`src/rtl/zhb_pkg.sv`:
```
// zhb_pkg: shared types for the zero-high-bits unit.
// Assumes: flag set is fixed; data width is parameterised at the modules.
package zhb_pkg;

    typedef struct packed {
        logic cf;
        logic zf;
        logic sf;
        logic of;
        logic af;
        logic pf;
    } zhb_flags_t;

    localparam int ZHB_IDX_W = 8;

endpackage

```
`src/rtl/zhb_size_sel.sv`:
```
// zhb_size_sel: picks the active operand width and flags illegal encodings.
// Assumes: the wide request counts only in long mode.
module zhb_size_sel (
    input  logic in_wide,
    input  logic in_long_mode,
    input  logic in_vlen,
    output logic use_wide,
    output logic illegal
);
    // Width decision and vector-length legality check.
    always_comb begin
        use_wide = in_long_mode & in_wide;
        illegal  = in_vlen;
    end
endmodule

```
`src/rtl/zhb_mask_unit.sv`:
```
// zhb_mask_unit: keeps source bits below the index, clears the rest.
// Assumes: idx is unsigned and never wraps; bits above the active width
// are forced to zero for the narrow size.
module zhb_mask_unit #(
    parameter int DATA_W   = 64,
    parameter int NARROW_W = 32,
    parameter int IDX_W    = 8
) (
    input  logic [DATA_W-1:0] src,
    input  logic [IDX_W-1:0]  idx,
    input  logic              use_wide,
    output logic [DATA_W-1:0] dest,
    output logic              idx_over
);
    localparam logic [IDX_W-1:0] WIDE_LIM   = IDX_W'(DATA_W);
    localparam logic [IDX_W-1:0] NARROW_LIM = IDX_W'(NARROW_W);

    logic [DATA_W-1:0] keep;

    // Per-bit keep decision: below index and inside the active width.
    for (genvar i = 0; i < DATA_W; i++) begin : g_bit
        if (i < NARROW_W) begin : g_low
            assign keep[i] = (idx > IDX_W'(i));
        end else begin : g_high
            assign keep[i] = use_wide & (idx > IDX_W'(i));
        end
    end

    // Apply the keep mask to the source.
    assign dest = src & keep;

    // Index past the last bit of the active width.
    always_comb begin
        if (use_wide) idx_over = (idx >= WIDE_LIM);
        else          idx_over = (idx >= NARROW_LIM);
    end
endmodule

```
`src/rtl/zhb_flag_unit.sv`:
```
// zhb_flag_unit: derives condition flags from the masked result.
// Assumes: dest already zero above the active width; illegal encodings
// clear every flag.
module zhb_flag_unit #(
    parameter int DATA_W   = 64,
    parameter int NARROW_W = 32
) (
    input  logic [DATA_W-1:0]    dest,
    input  logic                 use_wide,
    input  logic                 idx_over,
    input  logic                 illegal,
    output zhb_pkg::zhb_flags_t  flags
);
    // Flag computation, suppressed for illegal encodings.
    always_comb begin
        flags = '0;
        if (!illegal) begin
            flags.cf = idx_over;
            flags.zf = (dest == '0);
            flags.sf = use_wide ? dest[DATA_W-1] : dest[NARROW_W-1];
        end
    end
endmodule

```
`src/rtl/zhb_exec.sv`:
```
// zhb_exec: zero-high-bits execution unit with one registered stage.
// Assumes: upstream holds inputs while in_valid && !in_ready; reset is
// synchronous active-low.
module zhb_exec #(
    parameter int DATA_W   = 64,
    parameter int NARROW_W = 32
) (
    input  logic              clk,
    input  logic              rst_n,
    input  logic              in_valid,
    output logic              in_ready,
    input  logic [DATA_W-1:0] in_src1,
    input  logic [DATA_W-1:0] in_src2,
    input  logic              in_wide,
    input  logic              in_long_mode,
    input  logic              in_vlen,
    output logic              out_valid,
    input  logic              out_ready,
    output logic [DATA_W-1:0] out_dest,
    output logic              out_cf,
    output logic              out_zf,
    output logic              out_sf,
    output logic              out_of,
    output logic              out_af,
    output logic              out_pf,
    output logic              out_undef
);
    import zhb_pkg::*;
    localparam int IDX_W = ZHB_IDX_W;

    logic              use_wide;
    logic              illegal;
    logic [DATA_W-1:0] masked;
    logic [DATA_W-1:0] dest_c;
    logic              idx_over;
    zhb_flags_t        flags_c;

    logic              valid_q;
    logic [DATA_W-1:0] dest_q;
    zhb_flags_t        flags_q;
    logic              undef_q;

    zhb_size_sel u_size (
        .in_wide      (in_wide),
        .in_long_mode (in_long_mode),
        .in_vlen      (in_vlen),
        .use_wide     (use_wide),
        .illegal      (illegal)
    );

    zhb_mask_unit #(
        .DATA_W   (DATA_W),
        .NARROW_W (NARROW_W),
        .IDX_W    (IDX_W)
    ) u_mask (
        .src      (in_src1),
        .idx      (in_src2[IDX_W-1:0]),
        .use_wide (use_wide),
        .dest     (masked),
        .idx_over (idx_over)
    );

    // Illegal encodings carry no data.
    assign dest_c = illegal ? '0 : masked;

    zhb_flag_unit #(
        .DATA_W   (DATA_W),
        .NARROW_W (NARROW_W)
    ) u_flag (
        .dest     (dest_c),
        .use_wide (use_wide),
        .idx_over (idx_over),
        .illegal  (illegal),
        .flags    (flags_c)
    );

    // Stage accepts when empty or when its result is being taken.
    assign in_ready = !valid_q || out_ready;

    // Valid bit of the result stage.
    always_ff @(posedge clk) begin
        if (!rst_n)        valid_q <= 1'b0;
        else if (in_ready) valid_q <= in_valid;
    end

    // Result payload captured on accepted operations only.
    always_ff @(posedge clk) begin
        if (!rst_n) begin
            dest_q  <= '0;
            flags_q <= '0;
            undef_q <= 1'b0;
        end else if (in_valid && in_ready) begin
            dest_q  <= dest_c;
            flags_q <= flags_c;
            undef_q <= illegal;
        end
    end

    // Drive result port from the stage registers.
    always_comb begin
        out_valid = valid_q;
        out_dest  = dest_q;
        out_cf    = flags_q.cf;
        out_zf    = flags_q.zf;
        out_sf    = flags_q.sf;
        out_of    = flags_q.of;
        out_af    = flags_q.af;
        out_pf    = flags_q.pf;
        out_undef = undef_q;
    end
endmodule

```
`config.mk`:
```
export PLATFORM = sky130hd
export DESIGN_NAME = zhb_exec
export DESIGN_NICKNAME = d
export VERILOG_FILES = /design/src/rtl/zhb_pkg.sv /design/src/rtl/zhb_size_sel.sv /design/src/rtl/zhb_mask_unit.sv /design/src/rtl/zhb_flag_unit.sv /design/src/rtl/zhb_exec.sv
export SDC_FILE = /design/constraint.sdc
export NUM_CORES = 1
export LEC_CHECK = 0
export BUFFER_PORTS_ARGS = -buffer_cell sky130_fd_sc_hd__buf_2
export CORE_MARGIN = 3
export CORE_UTILIZATION = 51
export CTS_CLUSTER_DIAMETER = 120
export DETAILED_ROUTE_END_ITERATION = 8
export PLACE_DENSITY_LB_ADDON = 0.12
export SLEW_MARGIN = 10
export SYNTH_ARGS = -nofsm -noshare
export SYNTH_HDL_FRONTEND = slang
export SYNTH_HIERARCHICAL = 1
export SYNTH_SLANG_ARGS = --single-unit
```
`constraint.sdc`:
```
create_clock -name clk -period 3.9 [get_ports clk]
set_input_delay 0.195 -clock clk [delete_from_list [all_inputs] [get_ports clk]]
set_output_delay 0.195 -clock clk [all_outputs]
set_load 0.005 [all_outputs]
```
Word level (Yosys, flattened, before mapping)
Index checks and enable logic that the tools add are counted.
{"block": "classes", "order_cmp": 66, "mux": 4, "bitwise_logic": 34, "reduce_logical": 4}
{"op": "8-bit by 6-bit > comparator with 1-bit output, second input constant", "n": 32}
{"op": "8-bit by 5-bit > comparator with 1-bit output, second input constant", "n": 16}
{"op": "64-bit AND", "n": 1}
{"op": "8-bit by 4-bit > comparator with 1-bit output, second input constant", "n": 8}
{"op": "64-bit logical NOT", "n": 1}
{"op": "64-bit 2-to-1 mux", "n": 1}
{"op": "1-bit AND", "n": 33}
{"op": "8-bit by 3-bit > comparator with 1-bit output, second input constant", "n": 4}
{"op": "8-bit by 1-bit > comparator with 1-bit output, second input constant", "n": 2}
{"op": "8-bit by 2-bit > comparator with 1-bit output, second input constant", "n": 2}
{"op": "8-bit by 6-bit greater-or-equal comparator with 1-bit output, second input constant", "n": 1}
{"op": "8-bit by 7-bit greater-or-equal comparator with 1-bit output, second input constant", "n": 1}
{"op": "3-bit 2-to-1 mux", "n": 1}
{"op": "1-bit 2-to-1 mux", "n": 2}
{"op": "1-bit logical AND", "n": 1}
{"op": "1-bit logical NOT", "n": 1}
{"op": "1-bit logical OR", "n": 1}
{"block": "word_totals", "ff_bits": 69, "inputBits": 135, "out_inout_bits": 73, "elab_cells": 114}

Depth between registers and ports, before layout
Gate-level depths: netlist of the first run.
{"block": "logic_depth", "ltp_word": 6, "mapped_depth": 12}

Hierarchy
The synthesis of the first run kept the hierarchy.
{"mod": "zhb_exec", "n_inst": 1, "cells_each": 399, "area_per_inst_um2": 3203.1, "seq_area_each_um2": 1441.4}
{"mod": "zhb_mask_unit", "n_inst": 1, "cells_each": 173, "area_per_inst_um2": 1061.0, "seq_area_each_um2": 0.0}
{"mod": "zhb_flag_unit", "n_inst": 1, "cells_each": 30, "area_per_inst_um2": 192.7, "seq_area_each_um2": 0.0}
{"mod": "zhb_size_sel", "n_inst": 1, "cells_each": 2, "area_per_inst_um2": 13.8, "seq_area_each_um2": 0.0}

Worst setup path before layout of the first run
No wires, ideal clock.
{"block": "synth_path", "path_kind": "input port to flip-flop", "startpoint": "input in_src2[6]", "endpoint": "register flags_q, in the netlist out_zf", "setup_ps": 72, "arrival_time_ps": 2170, "required_ps": 3828, "slack_ps": 1658, "stages": 11, "n_path_buf": 1, "path_cell_list": "buf_2 -> nor4b_4 -> nand2_1 -> o311a_1 -> and2b_1 -> nor4_1 -> nand4_1 -> nor4_1 -> and4_1 -> nand2_1 -> mux2i_1"}
{"item": "start, declared", "line_no": "zhb_exec.sv:13", "rtl": "input logic [DATA_W-1:0] in_src2,"}
{"item": "end signal, assigned", "line_no": "zhb_exec.sv:94", "rtl": "flags_q <= flags_c;"}
{"item": "end, declared", "line_no": "zhb_exec.sv:40", "rtl": "zhb_flags_t flags_q;"}

==> impl_results.md, run 1 <==
* CTS clock-pin slew for the worst setup and hold paths at 0.08 ns
* Inst Count DP at 803
* Endpoint, Worst Hold: out_dest[61]
* Peak VDD IR at around 0.16 mV
* WL per Instance at 17.5 um
* DRC marker count from the first detailed-route iteration at between 300 and 400
* Finished Cell Area at 5270 um^2
* DRT antenna net count at 0
* Max-slew headroom at 39.4%
* Vias in the first global route at 4451
* Worst setup SP type: input pin
* FFs w/ async S/R, synth at 0%
* Std-Cell Rows at 33
* Sequential element share of the synthesized area at 32.2%
* WHS Path Cells at 6
* # setup viols final at 0
* Post-DR vias/cell at approximately 5.9
* Worst EP required at roughly 4.2 ns
* H-tree levels at 3
* Worst path cell trace: buf_2 > o31ai_1 > o21ai_0 > and3_1 > nor2b_1 > nor4_1 > nand4_1 > nor4_1 > and4_1 > nand2_1 > mux2i_1
* Pre-CTS setup slack at 1.08 ns
* Initial Util at 53.3%
* Crit. Startpoint: in_src2[2]
* Routed WL at 14300 um
* Register area at 1440 um^2
* Avg Inst Size Synth at 7.40 um^2
* #FFs+latches synth at 72
* CORE AREA at 8380 um^2
* Fraction of layout cells with a size suffix above 1 at a little over a quarter
* Worst Max-Slew Pin Slew at around 0.9 ns
* Status: completed
* CTS buffer count at 9
* Multi-input gate area at 2630 um^2
* CP max stage cell: o31ai_1
* Most frequent cells in the layout: buf_2, nand2_1, dfxtp_1
* Port buffer count at around 150
* GP Congestion at 0.932
* TritonCTS clock tree: built
* Die Y at 99.6 um
* Setup slack, reg-to-reg at between 2 and 3 ns
* Routed vias at roughly 4800
* Largest buffer count on any clock path at 2
* Power Density at 316 nW/um^2
* Peak Freq at about 390 MHz
* Commonest non-fill, non-tap cell in the layout: buf_2
* Detailed Routing Iterations Pass 1 at 5
* CP Max Fanout at 23
* Reg-to-reg startpoint: out_valid
* CTS Hold Buffers Added at 0
* Yosys warnings at 6
* Min-Delay Startpoint: in_src1[61]
* Synth unique cells at 48
* Top FF cell, synth: dfxtp_1
* RSZ-0062 raised after global routing: false
* Final period util at 65.7%
* WHS at 0.351 ns
* Leakage power at 2.27 nW
* Worst min path class: in -> reg
* Final count of hold timing violations at 0
* Most used cell, CP: nor4_1
* CTS sink cnt at 72
* Reg2reg path depth at 3
* # resized after CTS at 0
* Hpwl dp at 10100 um
* Fillers at 856
* Critical Setup Path Class: in -> reg
* Max-cap violations at 0
* I/O pin total at 208
* Largest net degree at the start of global routing at 90
* Crit-path max cell delay at 0.70 ns
* Area Overhead vs Synth at 17.8%
* Minimum clock period at between 2 and 3 ns
* CP arrival at roughly 2.8 ns
* Post-synth top area cell: dfxtp_1
* Total negative slack at 0 ns
* Top cells by area, synth: dfxtp_1, nand4_1, nor2b_1
* Cells after Synth at ~600
* Die Width at 99.6 um
* Total Routing Usage GR at approximately 28%
* Clock Latency Late Sink at 0.35 ns
* Worst r2r dst: out_dest[34]
* Yosys top cell area share at about 32%
* Nets at 844
* Residual DRC count at 0
* Setup crit end kind: flop
* Placed instance area at 5080 um^2
* Pins Over Slew Limit at 0
* Clock root cell: clkbuf_8
* Antenna diodes at 0
* PnR worst setup slack at approximately 1.3 ns
* Initial antenna violation count at 0
* Clock Skews at around 0.0072 ns
* EDFF count, synth at 0
* Total grt overflow at 0
* Area of the mapped netlist at 4470 um^2
* Die Area at 9930 um^2
* First-pass GRT wire length at ~23000 um
* Non-Filler Instances at 819
* # Post-CTS Setup Buffers at 0
cells in the mapped netlist, types with 2 or more instances:
cell type and number:
nand2_1 95, nor4_1 17, o211a_1 3, nor4_2 3, nand3_1 8, inv_1 9, nand2b_1 4, nand4_1 71
nor2b_1 67, and2b_1 4, buf_2 21, a21oi_1 7, nor2_1 7, and2_1 12, a211oi_1 2, a311oi_1 4
o21ai_1 23, or2_2 2, mux2i_1 7, buf_1 7, clkbuf_1 26, o21ai_0 59, nor3_1 3, and3_1 14
dfxtp_1 72, a21boi_0 21, o311a_1 3, buf_6 8, buf_4 6
stage by stage:
step                      total power, W  util, %
after floorplan                 0.000987        -
after global placement           0.00108     60.6
after detailed placement         0.00108     60.6
after CTS                        0.00167     62.8
after global routing             0.00174     62.8
final                            0.00166     62.8
how the worst max path moves through the flow:
stage	end	slack, ns	cells after the start
after floorplan	out_zf	1.66	11
after CTS	out_zf	1.42	11
after detailed placement	out_zf	1.08	11
final	out_zf	1.34	11
after global routing	out_zf	1.10	11
after global placement	out_zf	1.10	11
layout make-up:
| class | count | share of cell area (%) |
|---|---|---|
| multi-input cells | 455 | 50.0 |
| flip-flops and latches | 72 | 27.4 |
| repair buffers | 161 | 15.8 |
| clock buffers | 11 | 2.50 |
| well taps | 105 | 2.50 |
| clock inverters | 5 | 1.09 |
| inverters | 10 | 0.713 |
registers in the layout, indices dropped and copies added, names as in the netlist:
name / cells
out_dest: 64
out_valid: 1
out_sf: 1
out_pf: 1
out_cf: 1
out_af: 1
out_undef: 1
out_of: 1
out_zf: 1
worst max-delay path: cells and delay by family:
kind / cells / cell delay (ns)
mux: 1 / 0.15
simple gates: 7 / 1.34
compound gates: 2 / 0.90
buf+inv: 1 / 0.23
kinds of logic (layout without fill, tap and decap cells):
group	count (synthesis)	count (layout)	synth area share [%]
mux	7	7	1.57
flops	72	72	32.2
buf+inv	79	187	9.10
other cells	1	3	0.0839
compound gates	131	131	17.9
simple gates	314	314	39.1
metal layers:
metal,vias to the layer above,share of wire (%),global-route usage [%]
met5,-,0,0
met3,22,8.1,5.47
met4,0,1.8,7.04
li1,2350,-,-
met1,2225,45,40.7
met2,229,45,44.1
report_power, final:
part / switching (W) / internal, W / leakage, nW / total [W]
Sequential: 0.00000974 / 0.000756 / 0.585 / 0.000766
Clock: 0.000296 / 0.000297 / 0.0973 / 0.000593
Combinational: 0.000191 / 0.000114 / 1.58 / 0.000306
Total: 0.000497 / 0.00117 / 2.27 / 0.00166
(Power assumes the default switching activity.)
==> inputs of run 2 (changes only) <==
--- a/config.mk
+++ b/config.mk
@@ -7,7 +7,7 @@
 export LEC_CHECK = 0
 export BUFFER_PORTS_ARGS = -buffer_cell sky130_fd_sc_hd__buf_2
 export CORE_MARGIN = 3
-export CORE_UTILIZATION = 51
+export CORE_UTILIZATION = 48
 export CTS_CLUSTER_DIAMETER = 120
 export DETAILED_ROUTE_END_ITERATION = 8
 export PLACE_DENSITY_LB_ADDON = 0.12
==> constraint.sdc (replaced) <==
create_clock -name clk -period 2.5 [get_ports clk]
set_input_delay 0.125 -clock clk [delete_from_list [all_inputs] [get_ports clk]]
set_output_delay 0.125 -clock clk [all_outputs]
set_load 0.005 [all_outputs]
==> run 2 against run 1 <==
Net effect:
- sequential share of layout area down 2.1 points
- total power up 74%
- non-clock buffer count up 47
- routed wire length up 4.2%
- largest cell class unchanged
- highest routed layer unchanged
==> impl_results.md, run 2 (synthesized netlist as in run 1, its figures left out) <==
* H-tree levels at 3 (unchanged)
* WL per Instance at 17.1 um (-1.8%)
* Total Routing Usage GR at 28.0% (-0.50 points)
* Commonest non-fill, non-tap cell in the layout: buf_2
* Clock Skews at 0.00577 ns (-0.00144 ns)
* Buffers plus inverters on the worst setup path at 2 (+1)
* Power Density at 509 nW/um^2 (+61%)
* CP arrival at 2.60 ns (-0.23 ns)
* Std-Cell Rows at 34 (+3.0%)
* Finished Cell Area at 5700 um^2 (+8.2%)
* M1 GR Usage at 38.5% (-2.2 points)
* CTS buffer count at 9 (unchanged)
* Met3 Use GR at 5.21% (-0.26 points)
* Minimum clock period at 2.33 ns
* Routed vias at 4946 (+2.5%)
* Worst setup SP type: input pin
* CORE AREA at 8890 um^2 (+6.1%)
* Antenna diodes at 0 (unchanged)
* # resized after CTS at 0 (unchanged)
* First-pass GRT wire length at 23100 um (+1.1%)
* I/O pin total at 208 (unchanged)
* Fillers at 841 (-1.8%)
* CP max stage cell: nor4_1
* Peak Freq at 430 MHz
* Nets at 891 (+5.6%)
* Setup crit end kind: flop
* Initial Util at 50.3% (-3.1 points)
* CTS Hold Buffers Added at 0 (unchanged)
* Routed WL at 14900 um (+4.2%)
* Max-slew headroom at 54.3% (+15 points)
* Pins Over Slew Limit at 0 (unchanged)
* Pre-CTS setup slack at -0.0714 ns (-1.15 ns)
* Register area at 1440 um^2 (unchanged)
* Worst Max-Slew Pin Slew at 0.686 ns (-0.224 ns)
* Port buffer count at 151 (unchanged)
* Final period util at 93.0%
* DRT antenna net count at 0 (unchanged)
* GP Congestion at 0.961 (+3.1%)
* Total negative slack at 0 ns (unchanged)
* Busiest grt layer: met2
* Max-cap violations at 0 (unchanged)
* Detailed Routing Iterations Pass 1 at 5 (unchanged)
* Die Width at 103 um (+2.9%)
* Most used cell, CP: nor4_1
* Total grt overflow at 0 (unchanged)
* Critical Setup Path Class: in -> reg
* Leakage power at 2.53 nW (+12%)
* Clock root cell: clkbuf_8
* RSZ-0062 raised after global routing: false
* Worst EP required at 2.77 ns (-1.40 ns)
* Largest register FFs at 64 (unchanged)
* PnR worst setup slack at 0.174 ns (-1.16 ns)
* GR Util met2 at 45.2% (+1.1 points)
* CP Max Fanout at 9 (-61%)
* Final count of hold timing violations at 0 (unchanged)
* Status: completed
* Largest net degree at the start of global routing at 72 (-20%)
* Post-DR vias/cell at 5.69 (-3.4%)
* # Post-CTS Setup Buffers at 0 (unchanged)
* Placed instance area at 5450 um^2 (+7.3%)
* Worst path cell trace: buf_2 > buf_4 > nor2_1 > nand3_1 > and3_1 > nor2b_1 > nor4_1 > nand4_1 > nor4_1 > and4_1 > nand2_1 > mux2i_1
* Die Y at 103 um (+2.9%)
* Vias in the first global route at 4559 (+2.4%)
* Most frequent cells in the layout: buf_2, nand2_1, dfxtp_1
* Die Area at 10500 um^2 (+5.9%)
* Fraction of layout cells with a size suffix above 1 at 31.0% (+4.8 points)
* Worst min path class: in -> reg
* Initial antenna violation count at 0 (unchanged)
* Family with the most delay on the worst path: simple AND/OR/NAND/NOR gates
* CTS sink cnt at 72 (unchanged)
* Residual DRC count at 0 (unchanged)
* Largest buffer count on any clock path at 2 (unchanged)
* # setup viols final at 0 (unchanged)
* Hpwl dp at 11300 um (+12%)
* CTS clock-pin slew for the worst setup and hold paths at 0.08 ns (about the same)
* Peak VDD IR at 0.338 mV (+110%)
* Area Overhead vs Synth at 27.5%
* Multi-input gate area at 2630 um^2 (unchanged)
* Clock Latency Late Sink at 0.34 ns (about the same)
* Crit-path max cell delay at 0.39 ns (-0.31 ns)
* TritonCTS clock tree: built
* Total Power at 0.00290 W (+74%)
* DRC marker count from the first detailed-route iteration at 296 (-21%)
[run 2: cell count changes in the layout (fill, tap and decap cells not counted), sizes merged]
cell,change
buf,+47
bufinv,+2
clkinvlp,+1
clkinv,-3
[run 2: final timing paths]
path / startpoint / end / slack (ns) / cells after the start
max: in_src2[3] / out_zf / 0.17 / 12
min reg2reg: out_dest[3] / out_dest[3] / 0.45 / 2
min: rst_n / out_dest[0] / 0.26 / 3
max reg2reg: out_valid / out_dest[39] / 1.05 / 3
[run 2: cell type report]
type                            instances  area share, %
Clock buffer                           11           2.66
Clock inverter                          5           1.80
Inverter                               10          0.659
Multi-Input combinational cell        455           46.2
Sequential cell                        72           25.3
Tap cell                              108           2.37
Timing Repair Buffer                  208           21.0
[run 2: stage by stage]
stage	instances	hold slack (ns)	util, %
finish	869	0.259	64.1
global route	869	0.268	64.1
CTS	869	0.241	64.1
detailed placement	853	0.437	61.2
global placement	853	0.432	61.2
floorplan	606	0.411	-
[run 2: report_power, final]
group | switching (W) | leakage [nW] | internal (W)
clock | 0.000456 | 0.126 | 0.000716
sequential | 0.0000159 | 0.585 | 0.00118
combinational | 0.000309 | 1.82 | 0.000223
[run 2: routing by layer]
metal / vias up / part of all wire (%)
li1: 2433 / -
met1: 2322 / 45
met2: 176 / 46
met3: 15 / 6.8
met4: 0 / 1.7
met5: - / 0
[run 2: worst min-delay path, stage by stage]
cell	delay, ns
buf_4	0.25
nand2_1	0.12
o21ai_1	0.05
